**src/rtl/asrx_pkg.sv**
```systemverilog
`timescale 1ns/1ps
package asrx_pkg;
  localparam int SAMPLE_W = 24;
  localparam int LEN_W    = 5;

  typedef enum logic [1:0] {
    FMT_RJ  = 2'b00,
    FMT_I2S = 2'b01,
    FMT_LJ  = 2'b10,
    FMT_DSP = 2'b11
  } fmt_e;

  function automatic logic [LEN_W-1:0] len_of(input logic [1:0] code);
    case (code)
      2'b00:   len_of = LEN_W'(16);
      2'b01:   len_of = LEN_W'(18);
      2'b10:   len_of = LEN_W'(20);
      default: len_of = LEN_W'(24);
    endcase
  endfunction
endpackage

```
**src/rtl/asrx_sync.sv**
```systemverilog
`timescale 1ns/1ps
module asrx_sync #(
  parameter int W      = 3,
  parameter int STAGES = 2
) (
  input  logic         clk_i,
  input  logic         rst_ni,
  input  logic [W-1:0] d_i,
  output logic [W-1:0] q_o
);
  for (genvar g = 0; g < W; g++) begin : g_bit
    logic [STAGES-1:0] chain_q;
    always_ff @(posedge clk_i or negedge rst_ni) begin
      if (!rst_ni) chain_q <= '0;
      else         chain_q <= {chain_q[STAGES-2:0], d_i[g]};
    end
    assign q_o[g] = chain_q[STAGES-1];
  end
endmodule

```
**src/rtl/asrx_edge.sv**
```systemverilog
`timescale 1ns/1ps
module asrx_edge (
  input  logic clk_i,
  input  logic rst_ni,
  input  logic bclk_i,
  input  logic fall_sel_i,
  output logic smp_o
);
  logic prev_q;
  always_ff @(posedge clk_i or negedge rst_ni) begin
    if (!rst_ni) prev_q <= 1'b0;
    else         prev_q <= bclk_i;
  end

  logic rise, fall;
  assign rise  = bclk_i & ~prev_q;
  assign fall  = ~bclk_i & prev_q;
  assign smp_o = fall_sel_i ? fall : rise;


  smp_one_chk: assert property (@(posedge clk_i) disable iff (!rst_ni)
    smp_o |=> !smp_o);
endmodule

```
**src/rtl/asrx_framer.sv**
```systemverilog
`timescale 1ns/1ps
module asrx_framer
  import asrx_pkg::*;
#(
  parameter int CNT_W = 6
) (
  input  logic             clk_i,
  input  logic             rst_ni,
  input  logic             smp_i,
  input  logic             ws_i,
  input  fmt_e             fmt_i,
  input  logic             packed_i,
  input  logic [1:0]       wlen_i,
  output logic             cap_en_o,
  output logic             cap_first_o,
  output logic             cap_last_o,
  output logic             chan_o,
  output logic [LEN_W-1:0] len_o
);
  localparam logic [CNT_W-1:0] CNT_MAX = '1;
  localparam int               WIN_W   = CNT_W + 1;

  logic [CNT_W-1:0] cnt_q;
  logic             ws_last_q, chan_q, dsp_next_q;

  logic             dsp, trans, chan_ws, chan_cur, in_win;
  logic [CNT_W-1:0] start, idx;
  logic [WIN_W-1:0] win_end;
  logic [LEN_W-1:0] eff_len;

  always_comb begin
    dsp = (fmt_i == FMT_DSP);
    if (fmt_i == FMT_RJ || (packed_i && fmt_i == FMT_LJ)) eff_len = LEN_W'(16);
    else                                                  eff_len = len_of(wlen_i);
    case (fmt_i)
      FMT_RJ:  start = packed_i ? '0 : CNT_W'(16);
      FMT_I2S: start = CNT_W'(1);
      default: start = '0;
    endcase
    trans    = !dsp && (ws_i != ws_last_q);
    idx      = trans ? '0 : cnt_q;
    chan_ws  = (fmt_i == FMT_I2S) ? ws_i : ~ws_i; // 1 = right
    chan_cur = trans ? chan_ws : chan_q;
    win_end  = {1'b0, start} + WIN_W'(eff_len);
    in_win   = ({1'b0, idx} >= {1'b0, start}) && ({1'b0, idx} < win_end);
  end

  assign cap_en_o    = smp_i && in_win && !(dsp && ws_i);
  assign cap_first_o = cap_en_o && (idx == start);
  assign cap_last_o  = cap_en_o && ({1'b0, idx} == win_end - WIN_W'(1));
  assign chan_o      = chan_cur;
  assign len_o       = eff_len;

  always_ff @(posedge clk_i or negedge rst_ni) begin
    if (!rst_ni) begin
      cnt_q      <= CNT_MAX;
      ws_last_q  <= 1'b0;
      chan_q     <= 1'b1;
      dsp_next_q <= 1'b0;
    end else if (smp_i) begin
      ws_last_q <= ws_i;
      if (dsp && ws_i) begin
        cnt_q <= '0;
        if (!ws_last_q) begin
          chan_q     <= dsp_next_q;
          dsp_next_q <= ~dsp_next_q;
        end
      end else begin
        cnt_q  <= (idx == CNT_MAX) ? CNT_MAX : idx + CNT_W'(1);
        chan_q <= chan_cur;
      end
    end
  end
endmodule

```
**src/rtl/asrx_assembler.sv**
```systemverilog
`timescale 1ns/1ps
module asrx_assembler
  import asrx_pkg::*;
(
  input  logic                clk_i,
  input  logic                rst_ni,
  input  logic                cap_en_i,
  input  logic                cap_first_i,
  input  logic                cap_last_i,
  input  logic                chan_i,
  input  logic                bit_i,
  input  logic [LEN_W-1:0]    len_i,
  output logic [SAMPLE_W-1:0] left_o,
  output logic [SAMPLE_W-1:0] right_o,
  output logic                valid_o
);
  logic [SAMPLE_W-1:0] sh_q, sh_d, word, left_hold_q;
  logic [LEN_W-1:0]    shamt;
  logic                left_ok_q;

  always_comb begin
    sh_d  = cap_first_i ? {{(SAMPLE_W-1){1'b0}}, bit_i} : {sh_q[SAMPLE_W-2:0], bit_i};
    shamt = LEN_W'(SAMPLE_W) - len_i;
    word  = sh_d << shamt;
  end

  always_ff @(posedge clk_i or negedge rst_ni) begin
    if (!rst_ni) begin
      sh_q        <= '0;
      left_hold_q <= '0;
      left_ok_q   <= 1'b0;
      left_o      <= '0;
      right_o     <= '0;
      valid_o     <= 1'b0;
    end else begin
      valid_o <= 1'b0;
      if (cap_en_i) sh_q <= sh_d;
      if (cap_last_i) begin
        if (!chan_i) begin
          left_hold_q <= word;
          left_ok_q   <= 1'b1;
        end else begin
          left_ok_q <= 1'b0;
          if (left_ok_q) begin
            left_o  <= left_hold_q;
            right_o <= word;
            valid_o <= 1'b1;
          end
        end
      end
    end
  end

  // checker state: bits gathered in the current word
  logic [LEN_W:0] bits_q;
  logic           armed_q;
  always_ff @(posedge clk_i or negedge rst_ni) begin
    if (!rst_ni) begin
      bits_q  <= '0;
      armed_q <= 1'b0;
    end else if (cap_en_i) begin
      bits_q  <= cap_first_i ? (LEN_W+1)'(1) : bits_q + (LEN_W+1)'(1);
      armed_q <= cap_first_i ? !cap_last_i : (armed_q && !cap_last_i);
    end
  end


  word_bits_chk: assert property (@(posedge clk_i) disable iff (!rst_ni)
    (cap_last_i && !cap_first_i && armed_q) |-> (bits_q + (LEN_W+1)'(1) == {1'b0, len_i}));


  valid_pulse_chk: assert property (@(posedge clk_i) disable iff (!rst_ni)
    valid_o |=> !valid_o);


  out_hold_chk: assert property (@(posedge clk_i) disable iff (!rst_ni)
    !valid_o |-> ($stable(left_o) && $stable(right_o)));
endmodule

```
**src/rtl/audio_serial_rx.sv**
```systemverilog
`timescale 1ns/1ps
module audio_serial_rx
  import asrx_pkg::*;
#(
  parameter int SYNC_STAGES = 2,
  parameter int CNT_W       = 6
) (
  input  logic        clk_i,
  input  logic        rst_ni,
  input  logic        bclk_i,
  input  logic        ws_i,
  input  logic        sdata_i,
  input  logic [1:0]  fmt_i,
  input  logic [1:0]  wlen_i,
  input  logic        packed_i,
  output logic [23:0] left_o,
  output logic [23:0] right_o,
  output logic        valid_o
);
  logic [2:0] raw, synced;
  logic       bclk_s, ws_s, sd_s, smp;
  fmt_e       fmt;

  assign raw = {sdata_i, ws_i, bclk_i};
  assign {sd_s, ws_s, bclk_s} = synced;
  assign fmt = fmt_e'(fmt_i);

  asrx_sync #(.W(3), .STAGES(SYNC_STAGES)) sync_i (
    .clk_i(clk_i), .rst_ni(rst_ni), .d_i(raw), .q_o(synced)
  );

  asrx_edge edge_i (
    .clk_i(clk_i), .rst_ni(rst_ni), .bclk_i(bclk_s),
    .fall_sel_i(fmt == FMT_DSP), .smp_o(smp)
  );

  logic             cap_en, cap_first, cap_last, chan;
  logic [LEN_W-1:0] len;

  asrx_framer #(.CNT_W(CNT_W)) framer_i (
    .clk_i(clk_i), .rst_ni(rst_ni), .smp_i(smp), .ws_i(ws_s),
    .fmt_i(fmt), .packed_i(packed_i), .wlen_i(wlen_i),
    .cap_en_o(cap_en), .cap_first_o(cap_first), .cap_last_o(cap_last),
    .chan_o(chan), .len_o(len)
  );

  asrx_assembler asm_i (
    .clk_i(clk_i), .rst_ni(rst_ni), .cap_en_i(cap_en), .cap_first_i(cap_first),
    .cap_last_i(cap_last), .chan_i(chan), .bit_i(sd_s), .len_i(len),
    .left_o(left_o), .right_o(right_o), .valid_o(valid_o)
  );
endmodule

```
**config.mk**
```make
export PLATFORM = sky130hd
export DESIGN_NAME = audio_serial_rx
export DESIGN_NICKNAME = d
export VERILOG_FILES = /design/src/rtl/asrx_pkg.sv /design/src/rtl/asrx_sync.sv /design/src/rtl/asrx_edge.sv /design/src/rtl/asrx_framer.sv /design/src/rtl/asrx_assembler.sv /design/src/rtl/audio_serial_rx.sv
export SDC_FILE = /design/constraint.sdc
export NUM_CORES = 1
export LEC_CHECK = 0
export BUFFER_PORTS_ARGS = -buffer_cell sky130_fd_sc_hd__buf_2
export CAP_MARGIN = 25
export CORE_AREA = 5 5 97 121
export CTS_CLUSTER_DIAMETER = 200
export DETAILED_ROUTE_END_ITERATION = 10
export DIE_AREA = 0 0 102 126
export GPL_ROUTABILITY_DRIVEN = 1
export PLACE_DENSITY = 0.79
export SLEW_MARGIN = 20
export SYNTH_ARGS = -nofsm -noshare
export SYNTH_HDL_FRONTEND = slang
export SYNTH_SLANG_ARGS = --single-unit
export TNS_END_PERCENT = 20
```
**constraint.sdc**
```tcl
create_clock -name clk_i -period 4.21 [get_ports clk_i]
set_input_delay 0.842 -clock clk_i [delete_from_list [all_inputs] [get_ports clk_i]]
set_output_delay 0.842 -clock clk_i [all_outputs]
set_load 0.01 [all_outputs]
```
* Yosys cells after proc, flatten, opt, wreduce, memory -nomap -nowiden
Cells that the tools add are included.
Storage, ports and cells: bits in registers 113, output and inout bits 49
Cells by class: equal/unequal tests 10, magnitude comparators 2, bitwise gates (word level) 8, add/sub/neg operators 4, reductions and logical operators 17, shift-type cells 1, multiplexer cells 17
Operators by type and width (count):
- $mux 24 | 1
- $shl 24x5->24 | 1
- $mux 6 | 3
- $pmux 4 s3 | 1
- $pmux 6 s2 | 1
- $mux 1 | 9
- $logic_and 1x1->1 | 8
- $add 6x5->7 | 1
- $eq 6x7->1 | 1
- $lt 6x7->1 | 1
- $sub 7x1->7 const B | 1
- $add 6x1->6 const B | 1
- $eq 2x2->1 const B | 3
- $eq 6x6->1 | 1
- $eq 6x6->1 const B | 1
- $ge 6x6->1 | 1
- $not 1->1 | 6
- $reduce_and 3->1 | 2
- $mux 5 | 1
- $sub 5x5->5 const A | 1
- $eq 2x1->1 const B | 2
- $logic_not 2->1 | 2
- $mux 4 | 1
- $reduce_and 2->1 | 2
- other kinds (5) | 7

* Logic depth before layout (Yosys ltp)
Gate-level depths: netlist of run 1.
word-level depth 12, gate-level depth with buffers 18, gate-level depth less buffers 11

* Modules after synthesis
From an unflattened synthesis of run 1, not the netlist that was laid out.
Second synthesis, totals: cell total of the unflattened synthesis 705, area, all modules 6382.4 um^2
Modules (own cells, without submodules):
- asrx_assembler | area each 5041.1 um^2, cells an instance 535, times used 1
- asrx_framer | area each 1114.8 um^2, cells an instance 156, times used 1
- asrx_sync | area each 172.7 um^2, cells an instance 9, times used 1
- asrx_edge | area each 47.5 um^2, cells an instance 4, times used 1
- audio_serial_rx | area each 6.3 um^2, cells an instance 1, times used 1

* Least setup slack after synthesis of run 1
OpenSTA, ideal clock, no wires.
path kind input port to flip-flop, start in fmt_i[0], end reg asm_i.left_hold_q[22], path slack 69 ps, stages on the path 16, path buffers 6, data arrival time 4016 ps, path through buf_6 -> buf_6 -> inv_1 -> a21boi_2 -> inv_1 -> clkbuf_1 -> ha_1 -> buf_2 -> a21boi_0 -> o21a_1 -> a211o_1 -> a2111oi_4 -> o2111ai_2 -> buf_6 -> buf_6 -> mux2_4
On the way: longest elaborated chain between the ends 12, elaborated cells on any way between the ends 32
RTL lines:
- start, declared | line audio_serial_rx.sv:13 | input logic [1:0] fmt_i,
- $eq 2x2->1 | line asrx_framer.sv:33 | if (fmt_i == FMT_RJ || (packed_i && fmt_i == FMT_LJ)) eff_len = LEN_W'(16);
- $logic_and 1x1->1 | line asrx_framer.sv:33
- $logic_or 1x1->1 | line asrx_framer.sv:33
- $mux 4 | line asrx_framer.sv:33
- $add 6x5->7 | line asrx_framer.sv:44 | win_end = {1'b0, start} + WIN_W'(eff_len);
- $lt 6x7->1 | line asrx_framer.sv:45 | in_win = ({1'b0, idx} >= {1'b0, start}) && ({1'b0, idx} < win_end);
- $logic_and 1x1->1 | line asrx_framer.sv:45
- $logic_and 1x1->1 (2 in series) | line asrx_framer.sv:48 | assign cap_en_o = smp_i && in_win && !(dsp && ws_i);
- $logic_and 1x1->1 | line asrx_framer.sv:49 | assign cap_first_o = cap_en_o && (idx == start);
- $mux 24 | line asrx_assembler.sv:22 | sh_d = cap_first_i ? {{(SAMPLE_W-1){1'b0}}, bit_i} : {sh_q[SAMPLE_W-2:0], bit_i};
- $shl 24x5->24 | line asrx_assembler.sv:24 | word = sh_d << shamt;
- end signal, assigned | line asrx_assembler.sv:40 | left_hold_q <= word;
- end, declared | line asrx_assembler.sv:17 | logic [SAMPLE_W-1:0] sh_q, sh_d, word, left_hold_q;
Several ways; a longest one is shown, not always the timed one. A chain may end at the register's enable or synchronous reset.

* Worst setup path after layout of run 1
start in fmt_i[1], end reg asm_i.right_o[19]
On the way: longest elaborated chain between the ends 12, elaborated cells on any way between the ends 31
RTL lines:
- $eq 2x2->1 | line asrx_framer.sv:33
- $logic_and 1x1->1 | line asrx_framer.sv:33
- $logic_or 1x1->1 | line asrx_framer.sv:33
- $mux 4 | line asrx_framer.sv:33
- $add 6x5->7 | line asrx_framer.sv:44
- $lt 6x7->1 | line asrx_framer.sv:45
- $logic_and 1x1->1 | line asrx_framer.sv:45
- $logic_and 1x1->1 (2 in series) | line asrx_framer.sv:48
- $logic_and 1x1->1 | line asrx_framer.sv:49
- $mux 24 | line asrx_assembler.sv:22
- $shl 24x5->24 | line asrx_assembler.sv:24
- end signal, assigned | line asrx_assembler.sv:46 | right_o <= word;
- end, declared | line asrx_assembler.sv:14 | output logic [SAMPLE_W-1:0] right_o,
Several ways; a longest one is shown, not always the timed one.

==> results of run 1 <==
-- final timing paths --
path                                                    to
worst max-delay path                     asm_i.right_o[19]
worst min-delay path            sync_i.g_bit[1].chain_q[1]
worst max register to register       asm_i.left_hold_q[10]
worst min register to register  sync_i.g_bit[1].chain_q[1]
max in group asynchronous                   asm_i.sh_q[20]
min in group asynchronous                  asm_i.left_o[0]
-- layout make-up --
cell class	count	area share
inverter	15	0.00790
sequential	113	0.398
timing repair buffer	73	0.0622
tap	132	0.0232
multi-input combinational	457	0.418
clock buffer	20	0.0655
clock inverter	12	0.0251
-- layout by cell type, fill, tap and decap left out, drive strengths merged, types with 4 or more instances in the layout --
cell type,Yosys,layout
a21oi,26,26
inv,15,17
or3,5,5
dfrtp,106,106
o211ai,7,7
nor3,5,5
a21o,5,5
nand2,151,151
and2,5,5
nor2b,5,5
nand2b,6,6
ha,10,10
o21ai,70,70
a22oi,4,4
buf,21,73
nor2,29,29
mux4,5,5
dfstp,7,7
mux2,33,33
mux2i,26,26
clkbuf,19,20
bufinv,0,4
nand3,17,17
a211o,4,4
and3,4,4
-- cell families after synthesis --
kind of cell,after synthesis,share of synthesized area
compound gates,141,0.150
flops,113,0.465
simple gates,236,0.168
xor+xnor,6,0.0129
mux,64,0.137
buf+inv,55,0.0480
fa+ha+maj,10,0.0205
-- per-stage QoR --
step | power, W | setup WS [ns]
finish | 0.00324 | 0.488
global route | 0.00338 | 0.246
CTS | 0.00326 | 0.492
detailed placement | 0.00169 | 0.0854
global placement | 0.00168 | 0.207
floorplan | 0.00155 | 0.0690
-- routing by layer --
| layer | GRT usage | vias to the layer above | wire, um | part of all wire |
|---|---|---|---|---|
| met5 | 0 | - | 0 | 0 |
| met4 | 0.101 | 0 | 366 | 0.025 |
| met3 | 0.0509 | 36 | 837 | 0.057 |
| met2 | 0.410 | 163 | 7650 | 0.52 |
| met1 | 0.307 | 2336 | 5850 | 0.40 |
| li1 | - | 2282 | - | - |
-- sequential cells by signal, indices dropped and copies added (netlist names) --
register,count
framer_i.ws_last_q,1
asm_i.left_ok_q,1
sync_i.g_bit.chain_q,6
framer_i.cnt_q,6
asm_i.sh_q,23
asm_i.left_hold_q,24
asm_i.right_o,24
framer_i.dsp_next_q,1
asm_i.left_o,24
edge_i.prev_q,1
asm_i.valid_o,1
framer_i.chan_q,1
-- cell usage after synthesis (all sizes together) (2+ instances only) --
| master | count | area share |
|---|---|---|
| nand2 | 151 | 0.093 |
| dfrtp | 106 | 0.43 |
| o21ai | 70 | 0.057 |
| mux2 | 33 | 0.074 |
| nor2 | 29 | 0.018 |
| a21oi | 26 | 0.021 |
| mux2i | 26 | 0.043 |
| buf | 21 | 0.027 |
| clkbuf | 19 | 0.012 |
| nand3 | 17 | 0.014 |
| inv | 15 | 0.0092 |
| ha | 10 | 0.020 |
| dfstp | 7 | 0.030 |
| o211ai | 7 | 0.0086 |
| nand2b | 6 | 0.0061 |
| a21o | 5 | 0.0061 |
| and2 | 5 | 0.0051 |
| mux4 | 5 | 0.019 |
| nor2b | 5 | 0.0051 |
| nor3 | 5 | 0.0041 |
| or3 | 5 | 0.0051 |
| a211o | 4 | 0.0057 |
| a22oi | 4 | 0.0049 |
| and3 | 4 | 0.0041 |
| a2111oi | 3 | 0.0094 |
| a211oi | 3 | 0.0057 |
| a31oi | 3 | 0.0031 |
| or2 | 3 | 0.0031 |
| xnor2 | 3 | 0.0055 |
| xor2 | 3 | 0.0074 |
| a21boi | 2 | 0.0031 |
| a32oi | 2 | 0.0029 |
| o2111ai | 2 | 0.0068 |
| o21bai | 2 | 0.0025 |
-- power groups by stage --
stage	Clock [W]	Sequential, W	Combinational, W
final	0.00156	0.00121	0.000478
after floorplan	0	0.00119	0.000360
after global routing	0.00163	0.00121	0.000532
after global placement	0	0.00122	0.000455
after CTS	0.00158	0.00121	0.000474
after detailed placement	0	0.00122	0.000468
==> reports/metrics.yaml, run 1 <==
seq_area_frac_synth: 0.465
grt_max_degree: 63
route.detailed.drc: 0
period_share: 0.884
crit_arrival_ns: 4.02
die_w_um: 102
relSlewSlack: 0.378
p_seq_frac: 0.372
ios: 59
critPathLaunch: "fmt_i[1]"
hold_slack_ns: 0.348
clock.fmax_ghz: 0.269
endpoint_kind: "flop"
syn_avg_cell_area_um2: 9.77
drtIter0Drc: 375
wl_per_cell_um: 17.9
coreArea_um2: 10500
ff2ff_setup_slack_ns: 0.58
switching_share: 0.275
syn_area_um2: 6110
hold_path_class: "flop to flop"
cp.depth: 12
synth-edff-count: 0
hp-start: "sync_i.g_bit[1].chain_q[0]"
multi_input_area_um2: 2980
leakagePower_nw: 3.50
regArea_um2: 2840
stdcell_area_um2: 7120
cts_hold_repair.buffers: 0
p_switching_w: 0.000893
drive_gt1_frac: 0.242
clk_pin_slew_ns: 0.05
finalNonFillerCells: 822
final_util: 0.681
internal_power_w: 0.00235
wirelength_um: 14700
root_buffer: "clkbuf_16"
gp_congestion: 0.917
clock_latency_ns: 0.41
grt_usage: 0.245
ys_types: 63
num_rows: 42
design.die.area_um2: 12900
ir_worst_vdd_v: 0.000269
tightestPinTransition_ns: 0.926
crit_type: "primary input to flop"
fill_cells: 794
post-cts-setup-buffers: 0
cp_top_family: "compound AO/OA/AOI/OAI gates"
status: "finished clean"
ys_async_sr_fraction: 1.00
cts_tree: "yes"
netlist_instances: 625
cts_resized: 0
cpMaxStageDelayCell: "a2111oi_4"
cts_made_buffers: 17
cpPeakStageDelay_ns: 0.50
hold_viol: 0
grt_overflow_total: 0
fin_nets: 697
drtAntennaViolNets: 0
maxCapViolCount: 0
ys_ff_latch: 113
placed_cells: 790
drt_first_pass_iters: 5
tns_ns: 0
area_growth_syn_to_layout_pct: 16.7
grt_pass1_wl_um: 25100
numPortBuffers: 58
path_cells: "buf_2 -> nor2b_1 -> o21ai_0 -> or2_2 -> ha_1 -> and3_1 -> a2111oi_2 -> o211ai_1 -> a2111oi_4 -> o2111ai_4 -> buf_12 -> mux2_4"
finalCriticalPeriod_ns: 3.72
die_y_um: 126
grt_antenna_before_repair: 0
place_hpwl_um: 10200
cts.sinks: 113
cts_buffer_depth: 2
worstReg2RegStart: "framer_i.ws_last_q"
p_comb_frac: 0.148
clkPwrFrac: 0.480
crit_buf_inv: 2
worstPathRequired_ns: 4.50
slew_violations: 0
start_util: 0.584
whs_path_depth: 0
antenna_cells: 0
num_vias: 4817
synth_fp_nets: 645
synth-main-ff-cell: "dfrtp_1"
finalSetupViolCount: 0
crit_path_max_fanout: 62
p_per_area_nw_per_um2: 455
rsz0062_at_grt: "false"
clock_skew_ns: 0.00697
worstRegToRegCells: 10
cp-start-kind: "primary input"
place_area_um2: 6480
viasPerCell: 5.86
ys_warn_count: 0
htreeDepth: 4
grt_pass1_vias: 4996
Note: power is estimated with default switching activity, not from simulation.
==> inputs of run 2 (changes only) <==
==> constraint.sdc (replaced) <==
create_clock -name clk_i -period 3.98 [get_ports clk_i]
set_input_delay 0.796 -clock clk_i [delete_from_list [all_inputs] [get_ports clk_i]]
set_output_delay 0.796 -clock clk_i [all_outputs]
set_load 0.02 [all_outputs]
==> run 2 against run 1 <==
Non-clock buffer count is 6 higher. Register-to-register slack worse by 0.19 ns. Hold slack worse by 0.0066 ns.
==> reports/metrics.yaml, run 2 (same netlist as run 1, synthesis figures left out) <==
hold_path_class: "flop to flop"
cts_hold_repair.buffers: 0
tns_ns: 0
grt_pass1_wl_um: 23300
design.die.area_um2: 12900
final_common_cell: "nand2_1"
regArea_um2: 2840
crit_type: "primary input to flop"
cp_top_family: "compound AO/OA/AOI/OAI gates"
wl_met1_um: 5790
stdcell_area_um2: 7140
wl_per_cell_um: 17.3
clock_skew_ns: 0.00809
antenna_cells: 0
ir_worst_vdd_v: 0.000325
preCtsSetupSlack_ns: -0.0149
worstPathRequired_ns: 4.28
start_util: 0.584
finalSetupViolCount: 0
coreArea_um2: 10500
maxCapViolCount: 0
route.detailed.drc: 0
switching_share: 0.280
drtIter0Drc: 392
relSlewSlack: 0.330
fin_nets: 703
crit_arrival_ns: 3.92
cts_made_buffers: 17
period_share: 0.911
numPortBuffers: 58
cts_tree: "yes"
cpMaxStageDelayCell: "a2111oi_4"
finalCriticalPeriod_ns: 3.62
top_regs: "asm_i.left_hold_q x24, asm_i.left_o x24, asm_i.right_o x24"
cts.sinks: 113
p_seq_frac: 0.382
endpoint_kind: "flop"
area_growth_syn_to_layout_pct: 17.0
cpPeakStageDelay_ns: 0.55
top_layer_used: "met4"
grt_pass1_vias: 4710
grt_overflow_total: 0
die_y_um: 126
hold_viol: 0
cts_resized: 0
p_comb_frac: 0.154
rsz0062_at_grt: "false"
fill_cells: 802
status: "finished clean"
place_hpwl_um: 10200
place_area_um2: 6530
tightestPinTransition_ns: 0.998
setup_ws_ns: 0.355
internal_power_w: 0.00241
drive_gt1_frac: 0.247
crit_buf_inv: 2
p_per_area_nw_per_um2: 469
clock_latency_ns: 0.41
grt_usage: 0.231
htreeDepth: 4
p_switching_w: 0.000938
drtAntennaViolNets: 0
crit_path_max_fanout: 62
clock.fmax_ghz: 0.276
cp-start-kind: "primary input"
clk_pin_slew_ns: 0.06
num_rows: 42
root_buffer: "clkbuf_16"
cts_buffer_depth: 2
mostFrequentLayoutCells: "nand2_1, dfrtp_1, o21ai_0"
grt_antenna_before_repair: 0
wl_met3_um: 778
path_cells: "buf_2 -> nor2b_1 -> o21ai_0 -> or2_2 -> ha_1 -> and3_1 -> a2111oi_2 -> o211ai_1 -> a2111oi_4 -> o2111ai_4 -> buf_12 -> mux2_4"
gp_congestion: 0.979
drt_first_pass_iters: 5
viasPerCell: 5.85
ios: 59
multi_input_area_um2: 2980
clkPwrFrac: 0.465
wirelength_um: 14400
grt_max_degree: 63
num_vias: 4840
post-cts-setup-buffers: 0
route.met2.wl_um: 7370
slew_violations: 0
die_w_um: 102
leakagePower_nw: 3.51
==> run 2: changes by cell type in the layout (fill, tap and decap cells not counted) <==
cell        before  now
bufinv_16        4    3
buf_4           13   19
a21boi_4         0    1
clkbuf_8         3    2
a21boi_2         1    0
clkinvlp_4       3    4
clkbuf_1         0    1
==> run 2: layer usage <==
| metal | global-route usage | vias to the layer above |
|---|---|---|
| met3 | 0.0476 | 40 |
| met5 | 0 | - |
| met4 | 0.106 | 0 |
| met2 | 0.389 | 182 |
| met1 | 0.282 | 2336 |
| li1 | - | 2282 |
==> run 2: path summary, 6_finish.rpt <==
path,cells after the start,start,end,slack [ns]
max in group asynchronous,2,rst_ni,asm_i.sh_q[18],2.65
worst max register to register,11,sync_i.g_bit[1].chain_q[1],asm_i.right_o[10],0.39
min in group asynchronous,1,rst_ni,asm_i.right_o[21],0.43
worst min-delay path,0,sync_i.g_bit[2].chain_q[0],sync_i.g_bit[2].chain_q[1],0.34
worst min register to register,0,sync_i.g_bit[2].chain_q[0],sync_i.g_bit[2].chain_q[1],0.34
worst max-delay path,12,fmt_i[1],asm_i.right_o[16],0.36
==> run 2: power by group through the flow <==
stage                     Sequential [W]  Combinational [W]  Clock [W]
final                            0.00128           0.000515    0.00156
after detailed placement         0.00130           0.000510          0
after CTS                        0.00128           0.000512    0.00159
after floorplan                  0.00126           0.000382          0
after global placement           0.00129           0.000496          0
after global routing             0.00129           0.000571    0.00164
==> run 2: layout make-up <==
type | count | share of cell area
clock buffer | 20 | 0.0639
clock inverter | 12 | 0.0219
inverter | 15 | 0.00788
multi-input combinational | 457 | 0.418
sequential | 113 | 0.397
tap | 132 | 0.0231
timing repair buffer | 79 | 0.0683
==> run 2: stage by stage <==
stage          instances   util  hold slack [ns]  power, W
6_report             828  0.683            0.342   0.00335
5_1_grt              828  0.683            0.344   0.00349
4_1_cts              828  0.683            0.345   0.00337
3_5_place_dp         796  0.624            0.337   0.00180
3_3_place_gp         796  0.624            0.334   0.00179
2_1_floorplan        625      -            0.331   0.00165
